$ cat src/rtl/fu_steer_pkg.sv
package fu_steer_pkg;

    typedef enum logic [1:0] {
        PWR_ON   = 2'd0,
        PWR_OFF  = 2'd1,
        PWR_WAKE = 2'd2
    } pwr_state_e;

    typedef struct packed {
        logic go;
        logic wake;
    } unit_cmd_t;

    typedef struct packed {
        logic busy;
        logic avail;
        logic sleepy;
    } unit_stat_t;

    function automatic logic [3:0] wake_cycles(input logic [2:0] code);
        return {1'b0, code} + 4'd1;
    endfunction

endpackage

$ cat src/rtl/fu_class_table.sv
module fu_class_table #(
    parameter int OPC_W = 6
) (
    input  logic             clk,
    input  logic             rst,
    input  logic             wr_en,
    input  logic [OPC_W-1:0] wr_addr,
    input  logic             wr_bit,
    input  logic [OPC_W-1:0] rd_addr,
    output logic             rd_bit
);
    localparam int DEPTH = 1 << OPC_W;

    logic [DEPTH-1:0] bits_q;

    always_ff @(posedge clk) begin
        if (rst) begin
            bits_q <= '0;
        end else if (wr_en) begin
            bits_q[wr_addr] <= wr_bit;
        end
    end

    assign rd_bit = bits_q[rd_addr];

endmodule

$ cat src/rtl/fu_rr_pick.sv
module fu_rr_pick #(
    parameter int N     = 4,
    parameter int IDX_W = 2
) (
    input  logic         clk,
    input  logic         rst,
    input  logic [N-1:0] elig,
    input  logic         advance,
    output logic         found,
    output logic [N-1:0] pick_oh
);
    logic [IDX_W-1:0] ptr_q;
    logic [IDX_W-1:0] pick;

    always_comb begin
        found = 1'b0;
        pick  = ptr_q;
        for (int k = N - 1; k >= 0; k--) begin
            int j;
            j = int'(ptr_q) + k;
            if (j >= N) j = j - N;
            if (elig[j]) begin
                found = 1'b1;
                pick  = IDX_W'(j);
            end
        end
    end

    assign pick_oh = found ? (N'(1) << pick) : '0;

    always_ff @(posedge clk) begin
        if (rst) begin
            ptr_q <= '0;
        end else if (advance && found) begin
            ptr_q <= (pick == IDX_W'(N - 1)) ? '0 : pick + 1'b1;
        end
    end

    // the pointer only moves when a free unit was actually chosen
    a_r4_advance_found: assert property (@(posedge clk) disable iff (rst)
        advance |-> found);

    // the choice is always one of the eligible units
    a_r4_pick_eligible: assert property (@(posedge clk) disable iff (rst)
        found |-> ((pick_oh & ~elig) == '0));

endmodule

$ cat src/rtl/fu_unit.sv
module fu_unit
    import fu_steer_pkg::*;
#(
    parameter int OPC_W   = 6,
    parameter int OPR_W   = 8,
    parameter int LAT     = 3,
    parameter int CNT_W   = 16,
    parameter bit IS_CRIT = 1'b0
) (
    input  logic             clk,
    input  logic             rst,
    input  logic             base_mode,
    input  logic             vec_mode,
    input  logic [2:0]       wake_cfg,
    input  logic [OPR_W-1:0] idle_vec,
    input  unit_cmd_t        cmd,
    input  logic [OPC_W-1:0] opc_in,
    input  logic [OPR_W-1:0] opa_in,
    input  logic [OPR_W-1:0] opb_in,
    output unit_stat_t       stat,
    output logic             gate,
    output logic [OPC_W-1:0] opc_out,
    output logic [OPR_W-1:0] opa_out,
    output logic [OPR_W-1:0] opb_out,
    output logic [CNT_W-1:0] idle_cnt
);
    localparam int BW = $clog2(LAT + 1);
    localparam logic [CNT_W-1:0] CNT_MAX = '1;

    logic [BW-1:0]    busy_cnt;
    logic             busy;
    logic [OPC_W-1:0] opc_q;
    logic [OPR_W-1:0] opa_q;
    logic [OPR_W-1:0] opb_q;
    pwr_state_e       state;
    logic [3:0]       wcnt;
    logic             hold;

    // Fixed-latency busy stub
    always_ff @(posedge clk) begin
        if (rst) begin
            busy_cnt <= '0;
        end else if (cmd.go) begin
            busy_cnt <= BW'(LAT);
        end else if (busy) begin
            busy_cnt <= busy_cnt - 1'b1;
        end
    end

    assign busy = (busy_cnt != '0);

    always_ff @(posedge clk) begin
        if (rst) begin
            opc_q <= '0;
            opa_q <= '0;
            opb_q <= '0;
        end else if (cmd.go) begin
            opc_q <= opc_in;
            opa_q <= opa_in;
            opb_q <= opb_in;
        end
    end

    // Power state: only reserved units are ever gated
    generate
        if (IS_CRIT) begin : g_pwr
            always_ff @(posedge clk) begin
                if (rst) begin
                    state <= PWR_ON;
                    wcnt  <= '0;
                end else if (base_mode || vec_mode) begin
                    state <= PWR_ON;
                    wcnt  <= '0;
                end else begin
                    case (state)
                        PWR_ON: begin
                            if (!busy && !cmd.go) state <= PWR_OFF;
                        end
                        PWR_OFF: begin
                            if (cmd.wake) begin
                                state <= PWR_WAKE;
                                wcnt  <= 4'd1;
                            end
                        end
                        PWR_WAKE: begin
                            if (wcnt == wake_cycles(wake_cfg)) begin
                                state <= PWR_ON;
                                wcnt  <= '0;
                            end else begin
                                wcnt <= wcnt + 4'd1;
                            end
                        end
                        default: state <= PWR_ON;
                    endcase
                end
            end
        end else begin : g_nopwr
            assign state = PWR_ON;
            assign wcnt  = '0;
        end
    endgenerate

    assign hold = IS_CRIT && !base_mode && vec_mode && !busy && !cmd.go;
    assign gate = (state == PWR_OFF);

    assign opc_out = cmd.go ? opc_in : opc_q;
    assign opa_out = cmd.go ? opa_in : (hold ? idle_vec : opa_q);
    assign opb_out = cmd.go ? opb_in : (hold ? idle_vec : opb_q);

    assign stat.busy   = busy;
    assign stat.avail  = (state == PWR_ON) && !busy;
    assign stat.sleepy = (state == PWR_OFF);

    always_ff @(posedge clk) begin
        if (rst) begin
            idle_cnt <= '0;
        end else if ((gate || hold) && idle_cnt != CNT_MAX) begin
            idle_cnt <= idle_cnt + 1'b1;
        end
    end

    // work is only handed to a powered, free unit
    a_r5_go_when_free: assert property (@(posedge clk) disable iff (rst)
        cmd.go |-> (state == PWR_ON && busy_cnt == '0));

    // a gated unit holds no instruction
    a_r6_gate_idle: assert property (@(posedge clk) disable iff (rst)
        gate |-> !busy);

    // wake-up is only entered on a request seen while switched off
    a_r7_wake_entry: assert property (@(posedge clk) disable iff (rst)
        (state == PWR_WAKE && $past(state) != PWR_WAKE) |-> ($past(cmd.wake) && $past(state) == PWR_OFF));

    // vector idle form never leaves a unit switched off
    a_r8_vec_no_gate: assert property (@(posedge clk) disable iff (rst)
        (vec_mode && $past(vec_mode)) |-> (state == PWR_ON));

    // the idle count never goes backwards
    a_r10_cnt_monotonic: assert property (@(posedge clk) disable iff (rst)
        $past(!rst) |-> (idle_cnt >= $past(idle_cnt)));

endmodule

$ cat src/rtl/fu_steer.sv
module fu_steer
    import fu_steer_pkg::*;
#(
    parameter int OPC_W  = 6,
    parameter int OPR_W  = 8,
    parameter int N_CRIT = 1,
    parameter int N_NORM = 3,
    parameter int LAT    = 3,
    parameter int CNT_W  = 16
) (
    input  logic                                 clk,
    input  logic                                 rst,
    input  logic                                 cfg_base,
    input  logic                                 cfg_idle_mode,
    input  logic [2:0]                           cfg_wake,
    input  logic [OPR_W-1:0]                     cfg_idle_vec,
    input  logic                                 tbl_we,
    input  logic [OPC_W-1:0]                     tbl_addr,
    input  logic                                 tbl_bit,
    input  logic                                 in_valid,
    output logic                                 in_ready,
    input  logic [OPC_W-1:0]                     in_opc,
    input  logic [OPR_W-1:0]                     in_opa,
    input  logic [OPR_W-1:0]                     in_opb,
    output logic [N_CRIT+N_NORM-1:0]             fu_issue,
    output logic [N_CRIT+N_NORM-1:0]             fu_busy,
    output logic [N_CRIT+N_NORM-1:0]             fu_gate,
    output logic [(N_CRIT+N_NORM)*OPC_W-1:0]     fu_opc,
    output logic [(N_CRIT+N_NORM)*OPR_W-1:0]     fu_opa,
    output logic [(N_CRIT+N_NORM)*OPR_W-1:0]     fu_opb,
    output logic [(N_CRIT+N_NORM)*CNT_W-1:0]     idle_cnt
);
    localparam int N     = N_CRIT + N_NORM;
    localparam int IDX_W = (N > 1) ? $clog2(N) : 1;
    localparam logic [N-1:0] CRIT_MASK = N'((1 << N_CRIT) - 1);

    logic         cls_bit;
    logic         is_crit;
    logic [N-1:0] avail_vec;
    logic [N-1:0] sleepy_vec;
    logic [N-1:0] rr_elig;
    logic         rr_found;
    logic [N-1:0] rr_oh;
    logic         rr_adv;
    logic         crit_found;
    logic [N-1:0] crit_oh;
    logic         sleep_found;
    logic [N-1:0] sleep_oh;
    logic         accept;
    logic [N-1:0] wake_vec;
    unit_cmd_t    cmd  [N];
    unit_stat_t   stat [N];

    fu_class_table #(.OPC_W(OPC_W)) u_table (
        .clk     (clk),
        .rst     (rst),
        .wr_en   (tbl_we),
        .wr_addr (tbl_addr),
        .wr_bit  (tbl_bit),
        .rd_addr (in_opc),
        .rd_bit  (cls_bit)
    );

    assign is_crit = !cfg_base && cls_bit;

    always_comb begin
        for (int i = 0; i < N; i++) begin
            avail_vec[i]  = stat[i].avail;
            sleepy_vec[i] = stat[i].sleepy;
            fu_busy[i]    = stat[i].busy;
        end
    end

    // Class-blind spreading in baseline, otherwise only the shared pool
    assign rr_elig = cfg_base ? avail_vec : (avail_vec & ~CRIT_MASK);

    fu_rr_pick #(.N(N), .IDX_W(IDX_W)) u_rr (
        .clk     (clk),
        .rst     (rst),
        .elig    (rr_elig),
        .advance (rr_adv),
        .found   (rr_found),
        .pick_oh (rr_oh)
    );

    // Reserved pool: lowest powered free unit, else lowest switched-off one
    always_comb begin
        crit_found  = 1'b0;
        crit_oh     = '0;
        sleep_found = 1'b0;
        sleep_oh    = '0;
        for (int i = N_CRIT - 1; i >= 0; i--) begin
            if (avail_vec[i]) begin
                crit_found = 1'b1;
                crit_oh    = N'(1) << i;
            end
            if (sleepy_vec[i]) begin
                sleep_found = 1'b1;
                sleep_oh    = N'(1) << i;
            end
        end
    end

    assign in_ready = is_crit ? crit_found : rr_found;
    assign accept   = in_valid && in_ready;
    assign fu_issue = accept ? (is_crit ? crit_oh : rr_oh) : '0;
    assign rr_adv   = accept && !is_crit;
    assign wake_vec = (in_valid && is_crit && !crit_found && sleep_found) ? sleep_oh : '0;

    generate
        for (genvar g = 0; g < N; g++) begin : g_unit
            assign cmd[g].go   = fu_issue[g];
            assign cmd[g].wake = wake_vec[g];

            fu_unit #(
                .OPC_W   (OPC_W),
                .OPR_W   (OPR_W),
                .LAT     (LAT),
                .CNT_W   (CNT_W),
                .IS_CRIT (g < N_CRIT)
            ) u_unit (
                .clk       (clk),
                .rst       (rst),
                .base_mode (cfg_base),
                .vec_mode  (cfg_idle_mode),
                .wake_cfg  (cfg_wake),
                .idle_vec  (cfg_idle_vec),
                .cmd       (cmd[g]),
                .opc_in    (in_opc),
                .opa_in    (in_opa),
                .opb_in    (in_opb),
                .stat      (stat[g]),
                .gate      (fu_gate[g]),
                .opc_out   (fu_opc[g*OPC_W +: OPC_W]),
                .opa_out   (fu_opa[g*OPR_W +: OPR_W]),
                .opb_out   (fu_opb[g*OPR_W +: OPR_W]),
                .idle_cnt  (idle_cnt[g*CNT_W +: CNT_W])
            );
        end
    endgenerate

    // never more than one unit issued per cycle
    a_r3_onehot: assert property (@(posedge clk) disable iff (rst)
        $onehot0(fu_issue));

    // an accepted instruction lands on exactly one unit
    a_r3_accept_one: assert property (@(posedge clk) disable iff (rst)
        (in_valid && in_ready) |-> ($countones(fu_issue) == 1));

    // critical instructions stay inside the reserved pool
    a_r2_crit_pool: assert property (@(posedge clk) disable iff (rst)
        (in_valid && in_ready && !cfg_base && cls_bit) |-> ((fu_issue & ~CRIT_MASK) == '0));

    // non-critical instructions stay out of the reserved pool
    a_r2_norm_pool: assert property (@(posedge clk) disable iff (rst)
        (in_valid && in_ready && !cfg_base && !cls_bit) |-> ((fu_issue & CRIT_MASK) == '0));

    // baseline mode keeps every unit powered
    a_r9_base_no_gate: assert property (@(posedge clk) disable iff (rst)
        (cfg_base && $past(cfg_base)) |-> (fu_gate == '0));

    // a busy unit is never issued again
    a_r5_no_issue_busy: assert property (@(posedge clk) disable iff (rst)
        (fu_issue & fu_busy) == '0);

endmodule

$ cat config.mk
export PLATFORM = sky130hd
export DESIGN_NAME = fu_steer
export DESIGN_NICKNAME = d
export VERILOG_FILES = /design/src/rtl/fu_steer_pkg.sv /design/src/rtl/fu_class_table.sv /design/src/rtl/fu_rr_pick.sv /design/src/rtl/fu_unit.sv /design/src/rtl/fu_steer.sv
export SDC_FILE = /design/constraint.sdc
export NUM_CORES = 1
export LEC_CHECK = 0
export ABC_CLOCK_PERIOD_IN_PS = 4200
export BUFFER_PORTS_ARGS = -buffer_cell sky130_fd_sc_hd__buf_4
export CORE_UTILIZATION = 41
export DETAILED_ROUTE_END_ITERATION = 10
export PLACE_DENSITY = 0.72
export SYNTH_ARGS = -nofsm -noshare
export SYNTH_HDL_FRONTEND = slang
export SYNTH_SLANG_ARGS = --single-unit
$ cat constraint.sdc
create_clock -name clk -period 4.2 [get_ports clk]
set_input_delay 0.84 -clock clk [delete_from_list [all_inputs] [get_ports clk]]
set_output_delay 0.84 -clock clk [all_outputs]
set_load 0.05 [all_outputs]
# ---- Yosys cells after proc, flatten, opt, wreduce, memory -nomap -nowiden
# Index checks and enable logic that the tools add are counted.
# W data, S select, Z words.
dict set report word_totals {
  in_bits 46
  ff_bits 184
  word_cells 162
}
dict set report op_classes {
  shift 1
  n_eq_ne 8
  n_mux 69
  n_lt_le_gt_ge 11
  addsub 15
  n_reduce_logical 37
}
# op count
set ops {}
lappend ops {{$lt A32 B4 Y1 const B} 4}
lappend ops {{$mux W32} 4}
lappend ops {{$ge A32 B4 Y1 const B} 3}
lappend ops {{$sub A32 B4 Y32 const B} 3}
lappend ops {{$mux W8} 10}
lappend ops {{$bwmux W64} 1}
lappend ops {{$mux W2} 16}
lappend ops {{$mux W6} 4}
lappend ops {{$mux W1} 21}
lappend ops {{$mux W4} 5}
lappend ops {{$reduce_bool A2 Y1} 9}
lappend ops {{$add A16 B1 Y16 const B} 1}
lappend ops {{$ne A16 B16 Y1 const B} 1}
lappend ops {{$logic_and A1 B1 Y1} 14}
lappend ops {{$lt A6 B7 Y1 const B} 2}
lappend ops {{$bmux W1 S2} 4}
lappend ops {{$logic_not A1 Y1} 8}
lappend ops {{$pmux W4 S2} 1}
lappend ops {{$sub A2 B1 Y2 const B} 4}
lappend ops {{$add A2 B2 Y3 const B} 2}
lappend ops {{$bmux W1 S6} 1}
lappend ops {{$demux W1 S6} 1}
lappend ops {{$ge A6 B1 Y1 const B} 1}
lappend ops {{$pmux W2 S3} 1}
lappend ops {{other kinds (17)} 20}

# ---- Longest topological paths before layout
# Gate-level depths: netlist of run 1.
dict set report depth {
  ltp_word 19
  depth_mapped 17
}

# ---- Modules after synthesis
# A second synthesis of run 1 with hierarchy kept.
dict set report unflattened {
  cells_unflattened 1004
  area_unflattened_um2 10058.4
}
# mod seq_area_each_um2 n_inst cells_per_inst area_per_inst_um2
set by_module_without_submodules {}
lappend by_module_without_submodules {{fu_unit at g_unit[1].u_unit ...} 480.5 3 103 1366.3}
lappend by_module_without_submodules {fu_class_table 1281.2 1 373 3226.8}
lappend by_module_without_submodules {{fu_unit at g_unit[0].u_unit} 920.9 1 270 2324.7}
lappend by_module_without_submodules {fu_rr_pick 40.0 1 38 314.1}
lappend by_module_without_submodules {fu_steer 0.0 1 14 93.8}

# ---- Worst setup path before layout of run 1
# No wires, ideal clock.
dict set report synth_timing {
  kind {input-to-output}
  start {in in_opc[1]}
  end {out fu_opa[0]}
  path_stages 10
  t_arrival_ns 4.302
  setup_slack_ns -0.942
  cell_sequence {buf_6 > mux4_2 > mux2_4 > o311ai_2 > and4b_4 > o21bai_4 > a21boi_4 > inv_2 > clkbuf_1 > o21ai_0}
}
dict set report synth_via {
  elab_chain_len 10
  elab_cells_between_ends 11
  classes_between {mux: 7; reduce/logical: 4}
}
# element line_no
set synth_rtl {}
lappend synth_rtl {{from (decl)} fu_steer.sv:22} ;# input logic [OPC_W-1:0] in_opc,
lappend synth_rtl {{$bmux W1 S6 (*)} fu_class_table.sv:24} ;# assign rd_bit = bits_q[rd_addr];
lappend synth_rtl {{$mux W1 (implied by the code) (*)} fu_class_table.sv:24}
lappend synth_rtl {{$logic_and A1 B1 Y1 (*)} fu_steer.sv:64} ;# assign is_crit = !cfg_base && cls_bit;
lappend synth_rtl {{$mux W1} fu_steer.sv:104} ;# assign in_ready = is_crit ? crit_found : rr_found;
lappend synth_rtl {{$logic_and A1 B1 Y1} fu_steer.sv:105} ;# assign accept = in_valid && in_ready;
lappend synth_rtl {{$mux W4 (*)} fu_steer.sv:106} ;# assign fu_issue = accept ? (is_crit ? crit_oh : rr_oh) : '0;
lappend synth_rtl {{named net fu_issue[0]} fu_steer.sv:25} ;# output logic [N_CRIT+N_NORM-1:0] fu_issue,
lappend synth_rtl {{$logic_not A1 Y1} fu_unit.sv:103} ;# assign hold = IS_CRIT && !base_mode && vec_mode && !busy && !cmd.go;
lappend synth_rtl {{$logic_and A1 B1 Y1} fu_unit.sv:103}
lappend synth_rtl {{$mux W8} fu_unit.sv:107} ;# assign opa_out = cmd.go ? opa_in : (hold ? idle_vec : opa_q);
lappend synth_rtl {{$mux W8 (*)} fu_unit.sv:107}
lappend synth_rtl {{to (decl)} fu_steer.sv:29} ;# output logic [(N_CRIT+N_NORM)*OPR_W-1:0] fu_opa,
# The timed path passes the listed nets; every way through them passes the cells marked *. The select of a mux whose other input is x is not followed.

# ---- Worst setup path in the final report of run 1
dict set report layout_timing {
  start {in in_opc[1]}
  end {out fu_opb[3]}
}
dict set report layout_via {
  elab_chain_len 10
  elab_cells_between_ends 11
  classes_between {mux: 7; reduce/logical: 4}
}
# element line_no
set layout_rtl {}
lappend layout_rtl {{$bmux W1 S6 (*)} fu_class_table.sv:24}
lappend layout_rtl {{$mux W1 (implied by the code) (*)} fu_class_table.sv:24}
lappend layout_rtl {{$logic_and A1 B1 Y1 (*)} fu_steer.sv:64}
lappend layout_rtl {{$mux W1} fu_steer.sv:104}
lappend layout_rtl {{$logic_and A1 B1 Y1} fu_steer.sv:105}
lappend layout_rtl {{$mux W4 (*)} fu_steer.sv:106}
lappend layout_rtl {{$logic_not A1 Y1} fu_unit.sv:103}
lappend layout_rtl {{$logic_and A1 B1 Y1} fu_unit.sv:103}
lappend layout_rtl {{$mux W8} fu_unit.sv:108} ;# assign opb_out = cmd.go ? opb_in : (hold ? idle_vec : opb_q);
lappend layout_rtl {{$mux W8 (*)} fu_unit.sv:108}
lappend layout_rtl {{to (decl)} fu_steer.sv:30} ;# output logic [(N_CRIT+N_NORM)*OPR_W-1:0] fu_opb,
# Mark *: on every way between the ends. The rest lies on a longest branch, timed or not. The select of a mux whose other input is x is not followed.

==> out/qor.yml, run 1 <==
cts_made_buffers: 17
grt_pass1_vias: 7411
final_nets: 1225
dr.pass1.iters: 6
row_count: 54
ff_latch_area_mm2: 0.003684
place_congestion: 0.8194
r2r_cells: 14
drive_above_1_share_pct: 32.77
p_switching_mw: 4.123
outcome: "finished, final reports clean"
die_w_um: 153.3
syn_area_per_cell_um2: 9.284
p_int_mw: 4.878
p_leak_nw: 5.096
multi_input_area_mm2: 0.005365
cp_slowest_cell: "mux4_2"
hold_start: "g_unit[0].u_unit.opa_q[4]"
fin_hold_ws_ns: 0.4638
syn_inst: 1011
synth_area_mm2: 0.009387
syn_to_final_growth_pct: 28.05
end_kind: "output port"
overflow: 0
io_buffers: 159
combPwrFrac_pct: 58.5
slew-limit-headroom_pct: 7.683
yosysTopAreaCell: "dfxtp_1"
hold_violations: 0
drtIter0Drc: 459
ir_worst_vdd_uv: 353.7
power.share.clock_pct: 18.4
path_buf_inv: 4
tightest_slew_ns: 1.374
clock.fmax_mhz: 238.6
sw_frac_of_total_pct: 45.80
clock-sinks: 184
slew_violations: 0
crit_type: "in -> out"
clk_pin_slew_ns: 0.07
p_per_area_mw_per_mm2: 748.9
rsz0062_at_grt: "true"
wirelength_um: 26460
yosys_most_used_dff: "dfxtp_1"
layout_common_cells: "dfxtp_1, buf_4, a21oi_1"
fillers: 1930
path_delay_family: "multiplexers"
cts_tree: "done"
min_to: "g_unit[0].u_unit.opa_q[4]"
synth_top_area_share_pct: 39.24
yosys_register_bits: 184
chipHeight_um: 153.3
skew_ns: 0.01490
fin_crit_sh_pct: 99.78
drv_cap: 0
route.vias.total: 8004
synthArstFlopShare_pct: 0
ioPinCount: 211
holdPathStages: 2
hold_class: "reg -> reg"
core_area_mm2: 0.02216
rr_endpoint: "g_unit[0].u_unit.idle_cnt[12]"
layout_commonest_cell: "dfxtp_1"
grt_use_total_pct: 21.41
h-tree-depth: 4
synth.distinct_cells: 64
crit_arrival_ns: 3.35
grt_pass1_wl_um: 39880
ff2ff_setup_slack_ns: 1.18
drc: 0
path_cells: "buf_12 -> mux4_2 -> mux2_4 -> o311ai_4 -> and4b_4 -> o21bai_4 -> a21boi_4 -> clkinv_4 -> clkbuf_16 -> o21ai_4 -> buf_6"
antenna_found_initial: 0
routed_via_density: 5.478
root_buffer: "clkbuf_16"
wl_per_cell_um: 18.11
grt_max_degree: 81
layout_min_cycle_time_ns: 4.191
synth_edf_count: 0
clkLatencyLatePin_ns: 0.44
antennaDiodeCount: 0
synth.yosys.seq_area_share_pct: 39.24
setup_viol: 0
seq_power_share_pct: 23.1
dp_hpwl_um: 17200
ys_warn_count: 0
r2r-start: "g_unit[0].u_unit.busy_cnt[0]"
start_util_pct: 42.36
ctsLongestPathBuffers: 2
die_area_mm2: 0.02350
ant_nets: 0
cp-start-kind: "primary input"
ys_top_cells_by_area: "dfxtp_1, mux2_4, a21oi_1, buf_4, nor2b_1"
cpPeakStageDelay_ns: 0.51
p_total_mw: 9.001
required_ns: 3.36
cp_max_fo: 8
worst max path at each step:
stage                         start   endpoint  slack, ns  depth (start not counted)
after CTS                 in_opc[1]  fu_opb[2]      -0.02                         11
after floorplan           in_opc[1]  fu_opa[1]       0.05                         10
final                     in_opc[1]  fu_opb[3]      0.009                         11
after global routing      in_opc[1]  fu_opb[3]      -0.06                         11
after global placement    in_opc[1]  fu_opc[3]      -0.04                         10
after detailed placement  in_opc[1]  fu_opc[1]      -0.11                         10
layout make-up:
cell class	instances	share of cell area, %
Multi-Input combinational cell	732	44.64
Sequential cell	184	30.65
Timing Repair Buffer	207	15.94
Clock buffer	17	3.539
Tap cell	280	2.915
Clock inverter	15	1.468
Inverter	26	0.8536
repair_timing:
action | in CTS | in global routing
endpoints found under the setup margin | 89 | 78
resized for setup | 24 | 70
pin swaps | 0 | 2
gates cloned | 1 | 5
setup buffers | 0 | 4
hold buffers | 0 | 0
per-stage QoR:
stage          area [µm²]  std cells  setup WS (ns)  utilization (%)  setup TNS (ns)
2_1_floorplan        9768       1061        0.05487                -               0
5_1_grt             12020       1461       -0.05822            54.23         -0.8073
3_3_place_gp        10910       1419       -0.04021            49.24         -0.2384
3_5_place_dp        10910       1419        -0.1118            49.24          -3.818
6_report            12020       1461       0.009041            54.23               0
4_1_cts             11630       1452       -0.02031            52.48         -0.1401
registers in the layout, indices dropped and copies added (netlist names):
| name | cells |
|---|---|
| u_rr.ptr_q | 2 |
| g_unit.u_unit.opc_q | 24 |
| g_unit.u_unit.busy_cnt | 8 |
| g_unit.u_unit.opb_q | 32 |
| g_unit.u_unit.state | 2 |
| g_unit.u_unit.wcnt | 4 |
| g_unit.u_unit.idle_cnt | 16 |
| g_unit.u_unit.opa_q | 32 |
| u_table.bits_q | 64 |
cells by family (layout without fill, tap and decap cells):
kind of cell	count (synthesis)	in the layout	synth area share, %
xor gates and xnor gates	10	10	0.9330
other	1	51	0.03995
buffers and inverters	145	265	8.851
AOI/OAI and AO/OA	225	225	13.26
and+or+nand+nor	327	327	19.42
muxes	108	108	16.78
DFF	184	184	39.24
adders and majority gates	11	11	1.466
power by group through the flow:
stage / clock (mW) / combinational, mW / sequential, mW
detailed placement: 0 / 4.73 / 2.12
global placement: 0 / 4.68 / 2.10
CTS: 1.67 / 4.91 / 2.08
finish: 1.65 / 5.27 / 2.08
global route: 1.75 / 5.50 / 2.10
floorplan: 0 / 3.59 / 2.10
per-layer routing:
layer / GRT usage, % / share of wire [%] / vias up / wire [µm]
met5: 0 / 0 / - / 0
met4: 6.253 / 1.5 / 0 / 408
met3: 4.536 / 6.8 / 35 / 1807
met2: 36.81 / 50 / 329 / 13110
met1: 26.83 / 42 / 3881 / 11130
li1: - / - / 3759 / -
Yosys cell counts, types with 4 or more instances:
master / number
a21oi_1: 114
and2_1: 10
and3_1: 12
buf_1: 5
buf_4: 66
buf_6: 5
clkbuf_1: 42
dfxtp_1: 184
ha_1: 11
inv_1: 24
mux2_2: 32
mux2_4: 52
mux2i_1: 10
mux4_1: 5
mux4_2: 9
nand2_1: 56
nand2b_1: 7
nand3_1: 84
nand4_1: 11
nor2_1: 25
nor2b_1: 78
nor3_1: 9
o21ai_0: 88
o31ai_1: 5
or3_1: 9
xnor2_1: 4
xor2_1: 6
worst min-delay path, stage by stage (launching register included):
cell,delay (ns)
dfxtp_1,0.31
nand2_1,0.05
a21oi_1,0.05
No activity file was read; power rests on OpenSTA's default activity.
==> run 2, diff against run 1 <==
- ABC_CLOCK_PERIOD_IN_PS: 4200 -> 4700
- clock period: 4.2 -> 4.7 ns (I/O delays scaled with it)
==> run 2 against run 1 <==
Effect of this change: total power is 19% lower; first-iteration DRC count is 49% higher; die area stayed put; critical path type unchanged; largest power group unchanged.
==> out/qor.yml, run 2 (synthesis results as in run 1) <==
cpMostUsedCell: "buf_4"
p_total_mw: 7.266  # -19%
required_ns: 3.76  # +0.40 ns
io_buffers: 159  # unchanged
ir_worst_vdd_uv: 333.6  # -5.7%
end_kind: "output port"
largest_reg_flops: 64  # unchanged
drtIter0Drc: 682  # +49%
dpl_cell_area_mm2: 0.01060  # -2.9%
routed_via_density: 5.390  # -1.6%
antenna_found_initial: 0  # unchanged
wirelength_um: 24220  # -8.5%
wl_per_cell_um: 16.92  # -6.6%
cts_made_buffers: 17  # unchanged
clock-sinks: 184  # unchanged
p_leak_nw: 4.737  # -7.1%
ff_latch_area_mm2: 0.003684  # unchanged
timing.final.ws_setup_ns: 0.1955  # +0.1865 ns
grt_max_degree: 97  # +20%
post_cts_resized: 0  # -100%
dp_hpwl_um: 17000  # -1.2%
crit_arrival_ns: 3.56  # +0.21 ns
path_delay_family: "multiplexers"
drive_above_1_share_pct: 27.95  # -4.8 points
fin_crit_sh_pct: 95.84
row_count: 54  # unchanged
dr.pass1.iters: 5  # -1
chipHeight_um: 153.3  # unchanged
setup_viol: 0  # unchanged
final_area_mm2: 0.01120  # -6.8%
grt_pass1_wl_um: 38540  # -3.4%
ctsLongestPathBuffers: 2  # unchanged
root_buffer: "clkbuf_16"
reg_top3: "u_table.bits_q x64, g_unit.u_unit.opa_q x32, g_unit.u_unit.opb_q x32"
clk_pin_slew_ns: 0.07  # about the same
hold_class: "reg -> reg"
path_cells: "buf_4 -> mux4_1 -> mux2_4 -> o311ai_2 -> and4b_4 -> o21bai_4 -> a21boi_4 -> inv_2 -> buf_12 -> o21ai_0 -> buf_4"
fillers: 2064  # +6.9%
cpPeakStageDelay_ns: 0.56  # +0.05 ns
core_area_mm2: 0.02216  # unchanged
slew-limit-headroom_pct: 13.33  # +5.6 points
path_buf_inv: 4  # unchanged
place_congestion: 0.8364  # +2.1%
top_register: "u_table.bits_q"
layout_commonest_cell: "dfxtp_1"
layout_common_cells: "dfxtp_1, buf_4, a21oi_1"
p_per_area_mw_per_mm2: 648.8  # -13%
cp-start-kind: "primary input"
outcome: "finished, final reports clean"
h-tree-depth: 4  # unchanged
rsz0062_at_grt: "false"
postCtsSetupBuffers: 0  # unchanged
slew_violations: 0  # unchanged
die_area_mm2: 0.02350  # unchanged
final_nets: 1196  # -2.4%
antennaDiodeCount: 0  # unchanged
clock.fmax_mhz: 222.0
cp_slowest_cell: "mux4_1"
syn_to_final_growth_pct: 19.31
ioPinCount: 211  # unchanged
skew_ns: 0.01364  # -0.001259 ns
overflow: 0  # unchanged
route.vias.total: 7719  # -3.6%
grt_pass1_vias: 7256  # -2.1%
clkLatencyLatePin_ns: 0.43  # about the same
cts_hold_buf: 0  # unchanged
drv_cap: 0  # unchanged
drc: 0  # unchanged
tightest_slew_ns: 1.290  # -0.08404 ns
layout_min_cycle_time_ns: 4.505
die_w_um: 153.3  # unchanged
hold_violations: 0  # unchanged
crit_type: "in -> out"
cp_max_fo: 22  # +14
dp_worst_setup_slack_ns: 0.2120  # +0.3238 ns
multi_input_area_mm2: 0.005080  # -5.3%
ant_nets: 0  # unchanged
cts_tree: "done"
grt_use_total_pct: 20.63  # -0.78 points
start_util_pct: 42.36  # unchanged
-- run 2: cell count changes in the layout (fill, tap and decap cells not counted), sizes merged --
cell	change
clkinvlp	+2
clkinv	-2
buf	-26
inv	-1
clkbuf	-2
-- run 2: area by class of cell --
cell class	instances	area share [%]
clock buffers	18	3.832
clock inverters	14	1.430
flip-flops and latches	184	32.89
inverters	26	0.8714
multi-input cells	732	45.36
well taps	280	3.128
repair buffers	178	12.49
-- run 2: path summary, 6_finish.rpt --
check | from | endpoint | slack [ns] | cells past startpoint
hold reg to reg | g_unit[0].u_unit.opb_q[3] | g_unit[0].u_unit.opb_q[3] | 0.46 | 2
setup / recovery | in_opc[1] | fu_opa[5] | 0.20 | 11
setup reg to reg | g_unit[0].u_unit.busy_cnt[0] | g_unit[0].u_unit.idle_cnt[0] | 1.25 | 13
hold / removal | g_unit[0].u_unit.opb_q[3] | g_unit[0].u_unit.opb_q[3] | 0.46 | 2
-- run 2: per-stage QoR --
| step | instances | TNS, ns | hold slack [ns] | utilization, % |
|---|---|---|---|---|
| 2_1_floorplan | 1061 | -4.890 | 0.4354 | - |
| 3_3_place_gp | 1399 | 0 | 0.4431 | 47.82 |
| 3_5_place_dp | 1399 | 0 | 0.4486 | 47.82 |
| 4_1_cts | 1431 | 0 | 0.4590 | 50.48 |
| 5_1_grt | 1432 | 0 | 0.4758 | 50.54 |
| 6_report | 1432 | 0 | 0.4585 | 50.54 |
-- run 2: power by group --
group          leakage, nW  total [mW]  switching, mW  internal, mW
clock network        0.280        1.44          0.682         0.758
registers             1.49        1.85         0.0804          1.77
logic                 2.97        3.97           2.59          1.38
-- run 2: tightest hold or removal path, cell delays in order (launching register included) --
cell and delay, ns:
dfxtp_1 0.31, nand2_1 0.05, a21oi_1 0.05
-- run 2: routing by layer --
metal / global-route usage [%] / wire length, µm / up-vias
met2: 34.40 / 11800 / 304
met3: 3.828 / 1572 / 30
met4: 6.782 / 361 / 0
met5: 0 / 0 / -
li1: - / - / 3706
met1: 26.77 / 10490 / 3679
==> run 3, diff against run 2 <==
- RECOVER_POWER: not set -> 100
==> run 3 against run 2 <==
Effect of this change: final cell count did not move; via count is 0.45% lower; sequential cell count unchanged; fmax fell by 1.5%; largest cell class unchanged; highest routed layer unchanged.
==> out/qor.yml, run 3 (synthesis results as in run 1) <==
outcome: "finished, final reports clean"
top_register: "u_table.bits_q"
clock-sinks: 184  # unchanged
layout_commonest_cell: "dfxtp_1"
die_w_um: 153.3  # unchanged
p_int_mw: 3.555  # -9.1%
dr.pass1.iters: 5  # unchanged
final_nets: 1196  # unchanged
combPwrFrac_pct: 52.1  # -2.6 points
clock.fmax_mhz: 218.8  # -1.5%
dp_hpwl_um: 17000  # unchanged
grt_pass1_vias: 7256  # unchanged
required_ns: 3.76  # about the same
antenna_found_initial: 0  # unchanged
drv_cap: 0  # unchanged
wirelength_um: 24200  # about the same
ant_nets: 0  # unchanged
p_leak_nw: 4.427  # -6.5%
hold_class: "reg -> reg"
route.vias.total: 7684  # -0.45%
holdPathStages: 2  # unchanged
hold_violations: 0  # unchanged
crit_type: "in -> out"
wl_per_cell_um: 16.90  # about the same
die_area_mm2: 0.02350  # unchanged
drc: 0  # unchanged
seq_power_share_pct: 27.0  # +1.5 points
r2r_cells: 13  # unchanged
place_congestion: 0.8364  # unchanged
stdcell_count: 1432  # unchanged
reg_top3: "u_table.bits_q x64, g_unit.u_unit.opa_q x32, g_unit.u_unit.opb_q x32"
start_util_pct: 42.36  # unchanged
layout_min_cycle_time_ns: 4.571  # +0.06674 ns
row_count: 54  # unchanged
drive_above_1_share_pct: 20.40  # -7.6 points
postCtsSetupBuffers: 0  # unchanged
p_switching_mw: 3.301  # -1.6%
setup_viol: 0  # unchanged
layout_common_cells: "dfxtp_1, a21oi_1, nand3_1"
cts_made_buffers: 17  # unchanged
core_area_mm2: 0.02216  # unchanged
h-tree-depth: 4  # unchanged
slew_violations: 0  # unchanged
fin_crit_sh_pct: 97.26  # +1.4 points
sw_frac_of_total_pct: 48.15  # +2.0 points
clkLatencyLatePin_ns: 0.43  # about the same
syn_to_final_growth_pct: 14.57
overflow: 0  # unchanged
slew-limit-headroom_pct: 8.385  # -4.9 points
clk_pin_slew_ns: 0.07  # about the same
largest_reg_flops: 64  # unchanged
ctsLongestPathBuffers: 2  # unchanged
ioPinCount: 211  # unchanged
drtIter0Drc: 654  # -4.1%
antennaDiodeCount: 0  # unchanged
io_buffers: 159  # unchanged
grt_max_degree: 97  # unchanged
cts_tree: "done"
ir_worst_vdd_uv: 295.2  # -12%
chipHeight_um: 153.3  # unchanged
cp-start-kind: "primary input"
root_buffer: "clkbuf_16"
power.share.clock_pct: 21.0  # +1.2 points
routed_via_density: 5.366  # -0.45%
grt_use_total_pct: 20.63  # unchanged
skew_ns: 0.01349  # -0.0001494 ns
placedCellCount: 1399  # unchanged
fin_hold_ws_ns: 0.4585  # +0.00002800 ns
tightest_slew_ns: 1.364  # +0.07358 ns
cp_max_fo: 24  # +9.1%
p_per_area_mw_per_mm2: 637.6  # -1.7%
end_kind: "output port"
rsz0062_at_grt: "false"
crit_arrival_ns: 3.63  # +0.07 ns
grt_pass1_wl_um: 38540  # unchanged
==> run 3: worst paths after layout <==
check                                    start                           end  slack, ns
setup / recovery                     in_opc[1]                    fu_opa[24]       0.13
hold / removal       g_unit[0].u_unit.opb_q[5]     g_unit[0].u_unit.opb_q[5]       0.46
setup reg to reg  g_unit[0].u_unit.busy_cnt[0]  g_unit[0].u_unit.idle_cnt[0]       1.25
hold reg to reg      g_unit[0].u_unit.opb_q[5]     g_unit[0].u_unit.opb_q[5]       0.46
==> run 3: power by group through the flow <==
stage	Sequential (mW)	Combinational (mW)	Clock, mW
after detailed placement	1.89	3.97	0
after global routing	1.87	3.77	1.53
final	1.85	3.57	1.44
after global placement	1.88	3.94	0
after floorplan	1.88	3.04	0
after CTS	1.85	3.99	1.47
==> run 3: cell type report <==
type | count | area (µm²)
clock buffer | 18 | 429.2
clock inverter | 14 | 160.2
fill | 2179 | 11410
inverter | 26 | 97.59
multi-input combinational | 732 | 4862
sequential | 184 | 3684
tap | 280 | 350.3
timing repair buffer | 178 | 1171
==> run 3: layer usage <==
layer | up-vias | routed length, µm | GRT usage (%)
met4 | 0 | 385 | 6.782
met3 | 34 | 1377 | 3.828
met1 | 3669 | 10710 | 26.77
met5 | - | 0 | 0
met2 | 271 | 11730 | 34.40
li1 | 3710 | - | -
==> run 3: timing repair <==
| item | CTS | global route |
|---|---|---|
| setup endpoints to repair | 0 | 13 |
| gates resized for setup | 0 | 1 |
| hold buffers | 0 | 0 |
==> run 3: stage by stage <==
stage | TNS (ns) | util, % | worst slack, ns | instance area [µm²] | power (mW)
4_1_cts | 0 | 50.48 | 0.1924 | 11190 | 7.310
5_1_grt | 0 | 48.53 | 0.03608 | 10750 | 7.179
3_3_place_gp | 0 | 47.82 | 0.2516 | 10600 | 5.817
6_report | 0 | 48.53 | 0.1288 | 10750 | 6.857
2_1_floorplan | -4.890 | - | -0.3455 | 9589 | 4.919
3_5_place_dp | 0 | 47.82 | 0.2120 | 10600 | 5.859
==> run 3: worst max-delay path, stage by stage <==
cell      delay (ns)
buf_4           0.16
mux4_1          0.56
mux2_4          0.30
o311ai_2        0.21
and4b_4         0.27
nor2_8          0.14
nand4_1         0.20
buf_12          0.23
mux2_1          0.37
clkbuf_4        0.23
